File: config.mk
export PLATFORM = sky130hd
export DESIGN_NAME = pll_lock_regs
export DESIGN_NICKNAME = d
export VERILOG_FILES = /design/src/rtl/pll_lock_pkg.sv /design/src/rtl/lock_sync.sv /design/src/rtl/lock_fsm.sv /design/src/rtl/event_flags.sv /design/src/rtl/pll_lock_regs.sv
export SDC_FILE = /design/constraint.sdc
export NUM_CORES = 1
export LEC_CHECK = 0
export ABC_AREA = 1
export BUFFER_PORTS_ARGS = -buffer_cell sky130_fd_sc_hd__buf_2
export CAP_MARGIN = 20
export CORE_AREA = 5 5 42 44
export DETAILED_ROUTE_END_ITERATION = 8
export DIE_AREA = 0 0 47 49
export MAX_ROUTING_LAYER = met4
export PLACE_DENSITY = 0.76
export SLEW_MARGIN = 20
export SYNTH_ARGS = -nofsm -noshare
export SYNTH_HDL_FRONTEND = slang
export SYNTH_SLANG_ARGS = --single-unit
File: constraint.sdc
create_clock -name clk -period 1.3 [get_ports clk]
set_input_delay 0.13 -clock clk [delete_from_list [all_inputs] [get_ports clk]]
set_output_delay 0.13 -clock clk [all_outputs]
set_load 0.05 [all_outputs]
File: src/rtl/pll_lock_pkg.sv
package pll_lock_pkg;

    localparam int DATA_W = 8;

    // register offsets
    localparam int OFS_SYN  = 0;
    localparam int OFS_REF  = 1;
    localparam int OFS_STAT = 3;
    localparam int OFS_CTL  = 4;

    // status register bit positions
    localparam int B_IE  = 7;
    localparam int B_CHG = 4;
    localparam int B_LK  = 3;
    localparam int B_LOS = 0;

    // control register bit positions
    localparam int B_DIV2  = 4;
    localparam int B_FM_LO = 1;
    localparam int B_FM_HI = 2;
    localparam int B_EN    = 0;

    // event flag indices
    localparam int N_FLAGS = 2;
    localparam int F_CHG   = 0;
    localparam int F_LOS   = 1;

    typedef enum logic {
        ST_UNLOCKED = 1'b0,
        ST_LOCKED   = 1'b1
    } lock_state_e;

endpackage

File: src/rtl/lock_sync.sv
module lock_sync #(
    parameter int STAGES = 2
) (
    input  logic clk,
    input  logic rst_n,
    input  logic d,
    output logic q
);
    logic [STAGES-1:0] chain;

    generate
        for (genvar i = 0; i < STAGES; i++) begin : g_stage
            if (i == 0) begin : g_first
                always_ff @(posedge clk or negedge rst_n) begin
                    if (!rst_n) chain[0] <= 1'b0;
                    else        chain[0] <= d;
                end
            end else begin : g_next
                always_ff @(posedge clk or negedge rst_n) begin
                    if (!rst_n) chain[i] <= 1'b0;
                    else        chain[i] <= chain[i-1];
                end
            end
        end
    endgenerate

    assign q = chain[STAGES-1];
endmodule

File: src/rtl/lock_fsm.sv
module lock_fsm
    import pll_lock_pkg::*;
(
    input  logic clk,
    input  logic rst_n,
    input  logic sync_lock,
    input  logic force_clr,
    output logic lock,
    output logic ev_rise,
    output logic ev_fall
);
    lock_state_e state, nxt;

    // next-state selection
    always_comb begin
        nxt = state;
        unique case (state)
            ST_UNLOCKED: if (sync_lock && !force_clr) nxt = ST_LOCKED;   // T_ACQUIRE
            ST_LOCKED:   if (force_clr)               nxt = ST_UNLOCKED; // T_FORCE
                         else if (!sync_lock)         nxt = ST_UNLOCKED; // T_DROP
            default:                                  nxt = ST_UNLOCKED;
        endcase
    end

    // state register
    always_ff @(posedge clk or negedge rst_n) begin
        if (!rst_n) state <= ST_UNLOCKED;
        else        state <= nxt;
    end

    // outputs
    always_comb begin
        lock    = 1'b0;
        ev_rise = 1'b0;
        ev_fall = 1'b0;
        unique case (state)
            ST_UNLOCKED: ev_rise = (nxt == ST_LOCKED);
            ST_LOCKED: begin
                lock    = 1'b1;
                ev_fall = (nxt == ST_UNLOCKED);
            end
            default: ;
        endcase
    end

    // the state machine never enters ST_LOCKED without a high synchronized input
    p_acquire_needs_sync_r2: assert property (@(posedge clk) disable iff (!rst_n)
        $rose(lock) |-> $past(sync_lock));

    // a retune write always leaves the machine unlocked
    p_force_drops_r3: assert property (@(posedge clk) disable iff (!rst_n)
        force_clr |=> !lock);
endmodule

File: src/rtl/event_flags.sv
module event_flags #(
    parameter int N = 2
) (
    input  logic         clk,
    input  logic         rst_n,
    input  logic [N-1:0] set_ev,
    input  logic [N-1:0] clr_w1,
    output logic [N-1:0] flag
);
    generate
        for (genvar i = 0; i < N; i++) begin : g_flag
            always_ff @(posedge clk or negedge rst_n) begin
                if (!rst_n)         flag[i] <= 1'b0;
                else if (set_ev[i]) flag[i] <= 1'b1;   // set beats clear
                else if (clr_w1[i]) flag[i] <= 1'b0;
            end

            // a set flag stays set unless software clears it
            p_sticky_hold_r7: assert property (@(posedge clk) disable iff (!rst_n)
                (flag[i] && !clr_w1[i]) |=> flag[i]);

            // a set event always leaves the flag set
            p_set_wins_r8: assert property (@(posedge clk) disable iff (!rst_n)
                set_ev[i] |=> flag[i]);
        end
    endgenerate
endmodule

File: src/rtl/pll_lock_regs.sv
module pll_lock_regs
    import pll_lock_pkg::*;
#(
    parameter int ADDR_W      = 3,
    parameter int SYNC_STAGES = 2
) (
    input  logic              clk,
    input  logic              rst_n,
    input  logic              lock_raw,
    input  logic [ADDR_W-1:0] bus_addr,
    input  logic              bus_wr,
    input  logic [DATA_W-1:0] bus_wdata,
    output logic [DATA_W-1:0] bus_rdata,
    output logic              irq,
    output logic              lock_stat,
    output logic              div2_sel,
    output logic [1:0]        fm_sel,
    output logic              pll_en
);
    localparam logic [ADDR_W-1:0] A_SYN  = ADDR_W'(OFS_SYN);
    localparam logic [ADDR_W-1:0] A_REF  = ADDR_W'(OFS_REF);
    localparam logic [ADDR_W-1:0] A_STAT = ADDR_W'(OFS_STAT);
    localparam logic [ADDR_W-1:0] A_CTL  = ADDR_W'(OFS_CTL);

    logic              sync_q;
    logic              lock_q;
    logic              ev_rise, ev_fall;
    logic              wr_stat, wr_ctl, retune;
    logic [N_FLAGS-1:0] set_ev, clr_w1, flags;
    logic              ie_q;
    logic              div2_q, en_q;
    logic [1:0]        fm_q;
    logic              unused_wbits;

    assign unused_wbits = ^{bus_wdata[6:5], bus_wdata[3]};

    // write decode
    assign wr_stat = bus_wr && (bus_addr == A_STAT);
    assign wr_ctl  = bus_wr && (bus_addr == A_CTL);
    assign retune  = bus_wr && ((bus_addr == A_SYN) || (bus_addr == A_REF) || (bus_addr == A_CTL));

    lock_sync #(.STAGES(SYNC_STAGES)) u_sync (
        .clk  (clk),
        .rst_n(rst_n),
        .d    (lock_raw),
        .q    (sync_q)
    );

    lock_fsm u_fsm (
        .clk      (clk),
        .rst_n    (rst_n),
        .sync_lock(sync_q),
        .force_clr(retune),
        .lock     (lock_q),
        .ev_rise  (ev_rise),
        .ev_fall  (ev_fall)
    );

    assign set_ev[F_CHG] = ev_rise || ev_fall;
    assign set_ev[F_LOS] = ev_fall;
    assign clr_w1[F_CHG] = wr_stat && bus_wdata[B_CHG];
    assign clr_w1[F_LOS] = wr_stat && bus_wdata[B_LOS];

    event_flags #(.N(N_FLAGS)) u_flags (
        .clk   (clk),
        .rst_n (rst_n),
        .set_ev(set_ev),
        .clr_w1(clr_w1),
        .flag  (flags)
    );

    // interrupt enable and control bits
    always_ff @(posedge clk or negedge rst_n) begin
        if (!rst_n) begin
            ie_q   <= 1'b0;
            div2_q <= 1'b0;
            fm_q   <= 2'b00;
            en_q   <= 1'b0;
        end else begin
            if (wr_stat) ie_q <= bus_wdata[B_IE];
            if (wr_ctl) begin
                div2_q <= bus_wdata[B_DIV2];
                fm_q   <= bus_wdata[B_FM_HI:B_FM_LO];
                en_q   <= bus_wdata[B_EN];
            end
        end
    end

    // read mux
    always_comb begin
        bus_rdata = '0;
        if (bus_addr == A_STAT) begin
            bus_rdata[B_IE]  = ie_q;
            bus_rdata[B_CHG] = flags[F_CHG];
            bus_rdata[B_LK]  = lock_q;
            bus_rdata[B_LOS] = flags[F_LOS];
        end else if (bus_addr == A_CTL) begin
            bus_rdata[B_DIV2]          = div2_q;
            bus_rdata[B_FM_HI:B_FM_LO] = fm_q;
            bus_rdata[B_EN]            = en_q;
        end
    end

    assign irq       = ie_q && flags[F_CHG];
    assign lock_stat = lock_q;
    assign div2_sel  = div2_q;
    assign fm_sel    = fm_q;
    assign pll_en    = en_q;

    // every lock transition leaves the change flag set
    p_change_flag_r5: assert property (@(posedge clk) disable iff (!rst_n)
        (lock_stat != $past(lock_stat)) |-> flags[F_CHG]);

    // a falling lock leaves the loss flag set
    p_loss_on_fall_r6: assert property (@(posedge clk) disable iff (!rst_n)
        $fell(lock_stat) |-> flags[F_LOS]);

    // the loss flag can only appear on a falling lock
    p_loss_source_r6: assert property (@(posedge clk) disable iff (!rst_n)
        $rose(flags[F_LOS]) |-> $fell(lock_stat));

    // no request without the enable
    p_irq_gated_r9: assert property (@(posedge clk) disable iff (!rst_n)
        irq |-> ie_q);

    // a retune write seen at the bus drops the lock status
    p_retune_port_r3: assert property (@(posedge clk) disable iff (!rst_n)
        (bus_wr && (bus_addr == A_CTL)) |=> !lock_stat);
endmodule

==> results of run 1 <==
## power breakdown
part,internal [mW],total [mW],switching (mW),leakage (nW)
Clock,0.170,0.282,0.112,0.0210
Combinational,0.0878,0.355,0.267,0.296
Sequential,0.354,0.385,0.0310,0.116
## cells in the final DEF (no fill, tap or decap), drive strengths merged
cell | netlist | final
nand4 | 1 | 1
nand3 | 6 | 6
dfrtp | 10 | 10
ha | 3 | 3
dlygate4sd3 | 0 | 2
o21ai | 3 | 3
buf | 2 | 21
conb | 1 | 2
nor2 | 6 | 6
or2 | 1 | 1
clkbuf | 0 | 6
inv | 13 | 13
nand2 | 23 | 23
## flip-flops by register name (all words and copies together) (netlist names)
register,count
div2_sel,1
fm_sel,2
ie_q,1
pll_en,1
u_flags.flag,2
u_fsm.state,1
u_sync.chain,1
u_sync.q,1
## worst paths after layout
check                      slack, ns         endpoint
hold reg to reg                 0.36         u_sync.q
hold / removal                  0.06        fm_sel[1]
setup / recovery                0.08     bus_rdata[3]
max in group asynchronous       0.86      u_fsm.state
min in group asynchronous       0.24  u_sync.chain[0]
setup reg to reg                0.23      u_fsm.state
## logic make-up after synthesis
| logic type | after synthesis | synth area share [%] |
|---|---|---|
| AND/OR/NAND/NOR | 37 | 31.0 |
| buffers and inverters | 15 | 11.9 |
| flip-flops | 10 | 46.6 |
| AO/OA/AOI/OAI | 3 | 2.80 |
| adder cells (fa/ha/maj) | 3 | 6.99 |
| other | 1 | 0.699 |
## timing repair
action	4_1_cts	5_1_grt
gates resized for setup	0	2
hold buffers	2	0
endpoints found under the setup margin	0	2
endpoints found under the hold margin	11	0
## cell type report
cell class                      instances  area share, %
Sequential cell                        10           33.3
Tap cell                               16           2.65
Inverter                               13           6.46
Multi-Input combinational cell         45           34.3
Timing Repair Buffer                   25           18.5
Clock buffer                            4           4.80
## through the flow
step / std cells / hold WS (ns)
5_1_grt: 113 / 0.0629
3_5_place_dp: 107 / 0.000508
4_1_cts: 113 / 0.0468
6_report: 113 / 0.0565
3_3_place_gp: 107 / -0.00178
2_1_floorplan: 70 / -0.166
## routing by layer
metal | up-vias | global-route usage (%)
met4 | 0 | 8.29
met3 | 2 | 2.58
met2 | 23 | 17.2
met1 | 215 | 16.6
met5 | - | -
li1 | 257 | -
## worst max-delay path, cell delays in order (launching register included)
cell	delay, ns
dfrtp_2	0.40
inv_1	0.07
nor2_2	0.09
buf_2	0.26
==> reports/metrics.yaml, run 1 <==
yosys-top-cells-count: "23 x nand2_1, 13 x inv_1, 10 x dfrtp_1"
grt_usage_pct: 12.7
cts_tree: "yes"
timing.setup.tns_ns: 0
fin_crit_ns: 1.22
postCtsSetupBuffers: 0
wl_met2_um: 541
synth_area_leader_cell: "dfrtp_1"
startpoint: "u_fsm.state"
io_pins: 29
cts_root_buf: "clkbuf_4"
p_per_area_nw_per_um2: 1350
dieArea_um2: 2300
cts.sinks: 10
synthCells: 69
fin_skew_ns: 0.00210
final_max_slew_viol_count: 0
multi_input_area_um2: 259
synth-seq-cells: 10
ant_nets: 0
end_kind: "output port"
clk_pin_slew_worst_paths_ns: 0.07
final_area_um2: 756
grt_pass1_vias: 485
drc: 0
coreArea_um2: 1400
start_util_pct: 38.3
synthArstFlopShare_pct: 100
filler_cell_count: 146
fmax_ghz: 0.818
num_vias: 497
setup_viol: 0
peakVddDrop_v: 0.000852
wl_um: 1190
rows: 14
hold_viol_final: 0
antennaDiodeCount: 0
rsz0062_at_grt: "no"
grt.overflow.total: 0
vias_per_cell: 4.40
h-tree-depth: 1
setup_slack_ns: 0.0780
drive_gt1_share_pct: 38.1
synth.area.top_cells: "dfrtp_1 47%, nand2_1 16%, inv_1 9.1%, ha_1 7.0%, nand3_1 4.7%"
ys.warnings.count: 0
synthDistinctLibCells: 14
reg2reg_depth: 4
finalCoreUtilization_pct: 53.9
die_w_um: 47
topRoutingLayerUsed: "met4"
avgSynthCellArea_um2: 7.78
place_congestion: 0.753
yosysSeqAreaShare_pct: 46.6
nNetsFinal: 116
first_pass_iters: 4
synth_edf_count: 0
grt_pass1_wl_um: 2060
crit_type: "reg2out"
hp-start: "bus_wdata[2]"
wl_met3_um: 108
io_buffers: 23
p_total_mw: 1.02
synth_flop_cell: "dfrtp_1"
antenna_found_initial: 0
startpoint_type: "flip-flop"
pre_cts_ws_ns: 0.114
crit_fanout: 4
clk_latency_ns: 0.27
worstReg2RegStart: "u_sync.q"
drt_iter0_markers: 12
syn_area_um2: 537
wl_met1_um: 532
hp-class: "in2reg"
cap_violations: 0
crit_arrival_ns: 1.09
clock_path_buffers: 2
register_area_um2: 251
fin_crit_sh_pct: 94.0
leakage_nw: 0.433
cts_buffers: 3
hold_depth: 3
synth_top_area_share_pct: 46.6
place_area_um2: 694
fp.dieH_um: 49
wl_per_cell_um: 10.5
syn2layout_area_growth_pct: 40.8
yosysMostFrequentCell: "nand2_1"
grt_max_degree: 11
cp.required_ns: 1.17
dp_hpwl_um: 897
status: "complete, no violations"
Power figures use the tool's default switching activity.
==> run 2: changes to the inputs <==
- PLACE_DENSITY: 0.76 -> 0.73
==> run 2 against run 1 <==
Compared with the run above:
- worst setup slack gained 0.014 ns
- sequential cell count is the same
- global-route usage shrank 0.79 points
- clock power shrank 3%
- cell count is the same
- cell area shrank 0.66%
- first-iteration DRC count shrank 25%
- routed wire length shrank 3.8%
- critical path type unchanged
- largest power group unchanged
- highest routed layer is now met3
==> reports/metrics.yaml, run 2 (same netlist as run 1, synthesis figures left out) <==
post_cts_resized: 0  # unchanged
h-tree-depth: 1  # unchanged
startpoint_type: "flip-flop"
syn2layout_area_growth_pct: 39.9
io_buffers: 23  # unchanged
num_vias: 494  # -0.60%
timing.setup.tns_ns: 0  # unchanged
fp.dieH_um: 49  # unchanged
hold_viol_final: 0  # unchanged
fmax_ghz: 0.828  # +1.2%
crit_type: "reg2out"
p_per_area_nw_per_um2: 1350  # -0.36%
first_pass_iters: 4  # unchanged
postCtsSetupBuffers: 0  # unchanged
cap_violations: 0  # unchanged
cp.required_ns: 1.17  # about the same
final_max_slew_viol_count: 0  # unchanged
clock_path_buffers: 2  # unchanged
final_cell_mix: "23 x nand2_1, 23 x buf_2, 13 x inv_1"
io_pins: 29  # unchanged
grt_pass1_wl_um: 1950  # -5.1%
crit_arrival_ns: 1.08  # about the same
dieArea_um2: 2300  # unchanged
fin_crit_ns: 1.21  # -0.0140 ns
pre_cts_ws_ns: 0.126  # +0.0120 ns
grt_pass1_vias: 471  # -2.9%
register_area_um2: 251  # unchanged
hp-class: "in2reg"
rows: 14  # unchanged
antennaDiodeCount: 0  # unchanged
multi_input_area_um2: 259  # unchanged
drt_iter0_markers: 9  # -3
start_util_pct: 38.3  # unchanged
place_area_um2: 694  # unchanged
grt.overflow.total: 0  # unchanged
fin_crit_sh_pct: 92.9  # -1.1 points
place_congestion: 0.717  # -4.8%
cts.sinks: 10  # unchanged
grt_max_degree: 11  # unchanged
peakVddDrop_v: 0.000621  # -27%
clk_latency_ns: 0.26  # about the same
cts_tree: "yes"
vias_per_cell: 4.37  # -0.60%
drc: 0  # unchanged
fin_skew_ns: 0.00530  # +0.00321 ns
cts_root_buf: "clkbuf_4"
clk_pin_slew_worst_paths_ns: 0.07  # about the same
p_total_mw: 1.01  # -1.0%
leakage_nw: 0.434  # +0.16%
wl_per_cell_um: 10.2  # -3.8%
wl_um: 1150  # -3.8%
grt_usage_pct: 11.9  # -0.79 points
setup_viol: 0  # unchanged
filler_cell_count: 142  # -2.7%
die_w_um: 47  # unchanged
nNetsFinal: 116  # unchanged
ant_nets: 0  # unchanged
dp_hpwl_um: 959  # +6.8%
status: "complete, no violations"
setup_slack_ns: 0.0920  # +0.0140 ns
cts_buffers: 3  # unchanged
rsz0062_at_grt: "no"
crit_fanout: 3  # -1
antenna_found_initial: 0  # unchanged
end_kind: "output port"
final_area_um2: 751  # -0.66%
drive_gt1_share_pct: 38.1  # unchanged
coreArea_um2: 1400  # unchanged
-- run 2: per-stage QoR --
stage / cells / hold WS, ns / utilization [%]
floorplan: 70 / -0.166 / -
global placement: 107 / -0.000752 / 49.6
detailed placement: 107 / 0.000773 / 49.6
CTS: 113 / 0.0562 / 53.6
global route: 113 / 0.0540 / 53.6
finish: 113 / 0.0594 / 53.6
-- run 2: repair_timing --
| action | CTS | global route |
|---|---|---|
| endpoints found under the hold margin | 11 | 0 |
| hold buffers | 2 | 0 |
| endpoints found under the setup margin | 0 | 0 |
-- run 2: layer usage --
layer  part of all wire [%]  wire, um  global-route usage (%)
met2                     54       618                    19.0
met4                      0         0                    5.53
met3                    3.9        45                    2.21
met1                     42       483                    13.9
met5                      0         0                       -
-- run 2: power by group --
| group | leakage (nW) | switching [mW] | internal (mW) |
|---|---|---|---|
| combinational | 0.297 | 0.269 | 0.0859 |
| clock | 0.0210 | 0.105 | 0.170 |
| sequential | 0.116 | 0.0285 | 0.354 |
| total | 0.434 | 0.402 | 0.609 |
-- run 2: worst paths after layout --
path	slack (ns)	endpoint	depth (start not counted)	start
min in group asynchronous	0.25	fm_sel[0]	2	rst_n
worst min register to register	0.37	u_sync.q	0	u_sync.chain[0]
worst max-delay path	0.09	bus_rdata[4]	3	div2_sel
worst max register to register	0.22	u_fsm.state	4	u_sync.q
max in group asynchronous	0.85	u_fsm.state	2	rst_n
worst min-delay path	0.06	fm_sel[0]	3	bus_wdata[1]
-- run 2: area by class of cell --
class                   count  share of cell area (%)
clock buffers               4                    4.83
inverters                  13                    6.50
multi-input cells          45                    34.5
flip-flops and latches     10                    33.5
well taps                  16                    2.67
repair buffers             25                    18.0
-- run 2: critical path: stages, from the launching register on --
cell	delay (ns)
dfrtp_1	0.36
inv_1	0.07
o21ai_4	0.12
buf_2	0.27
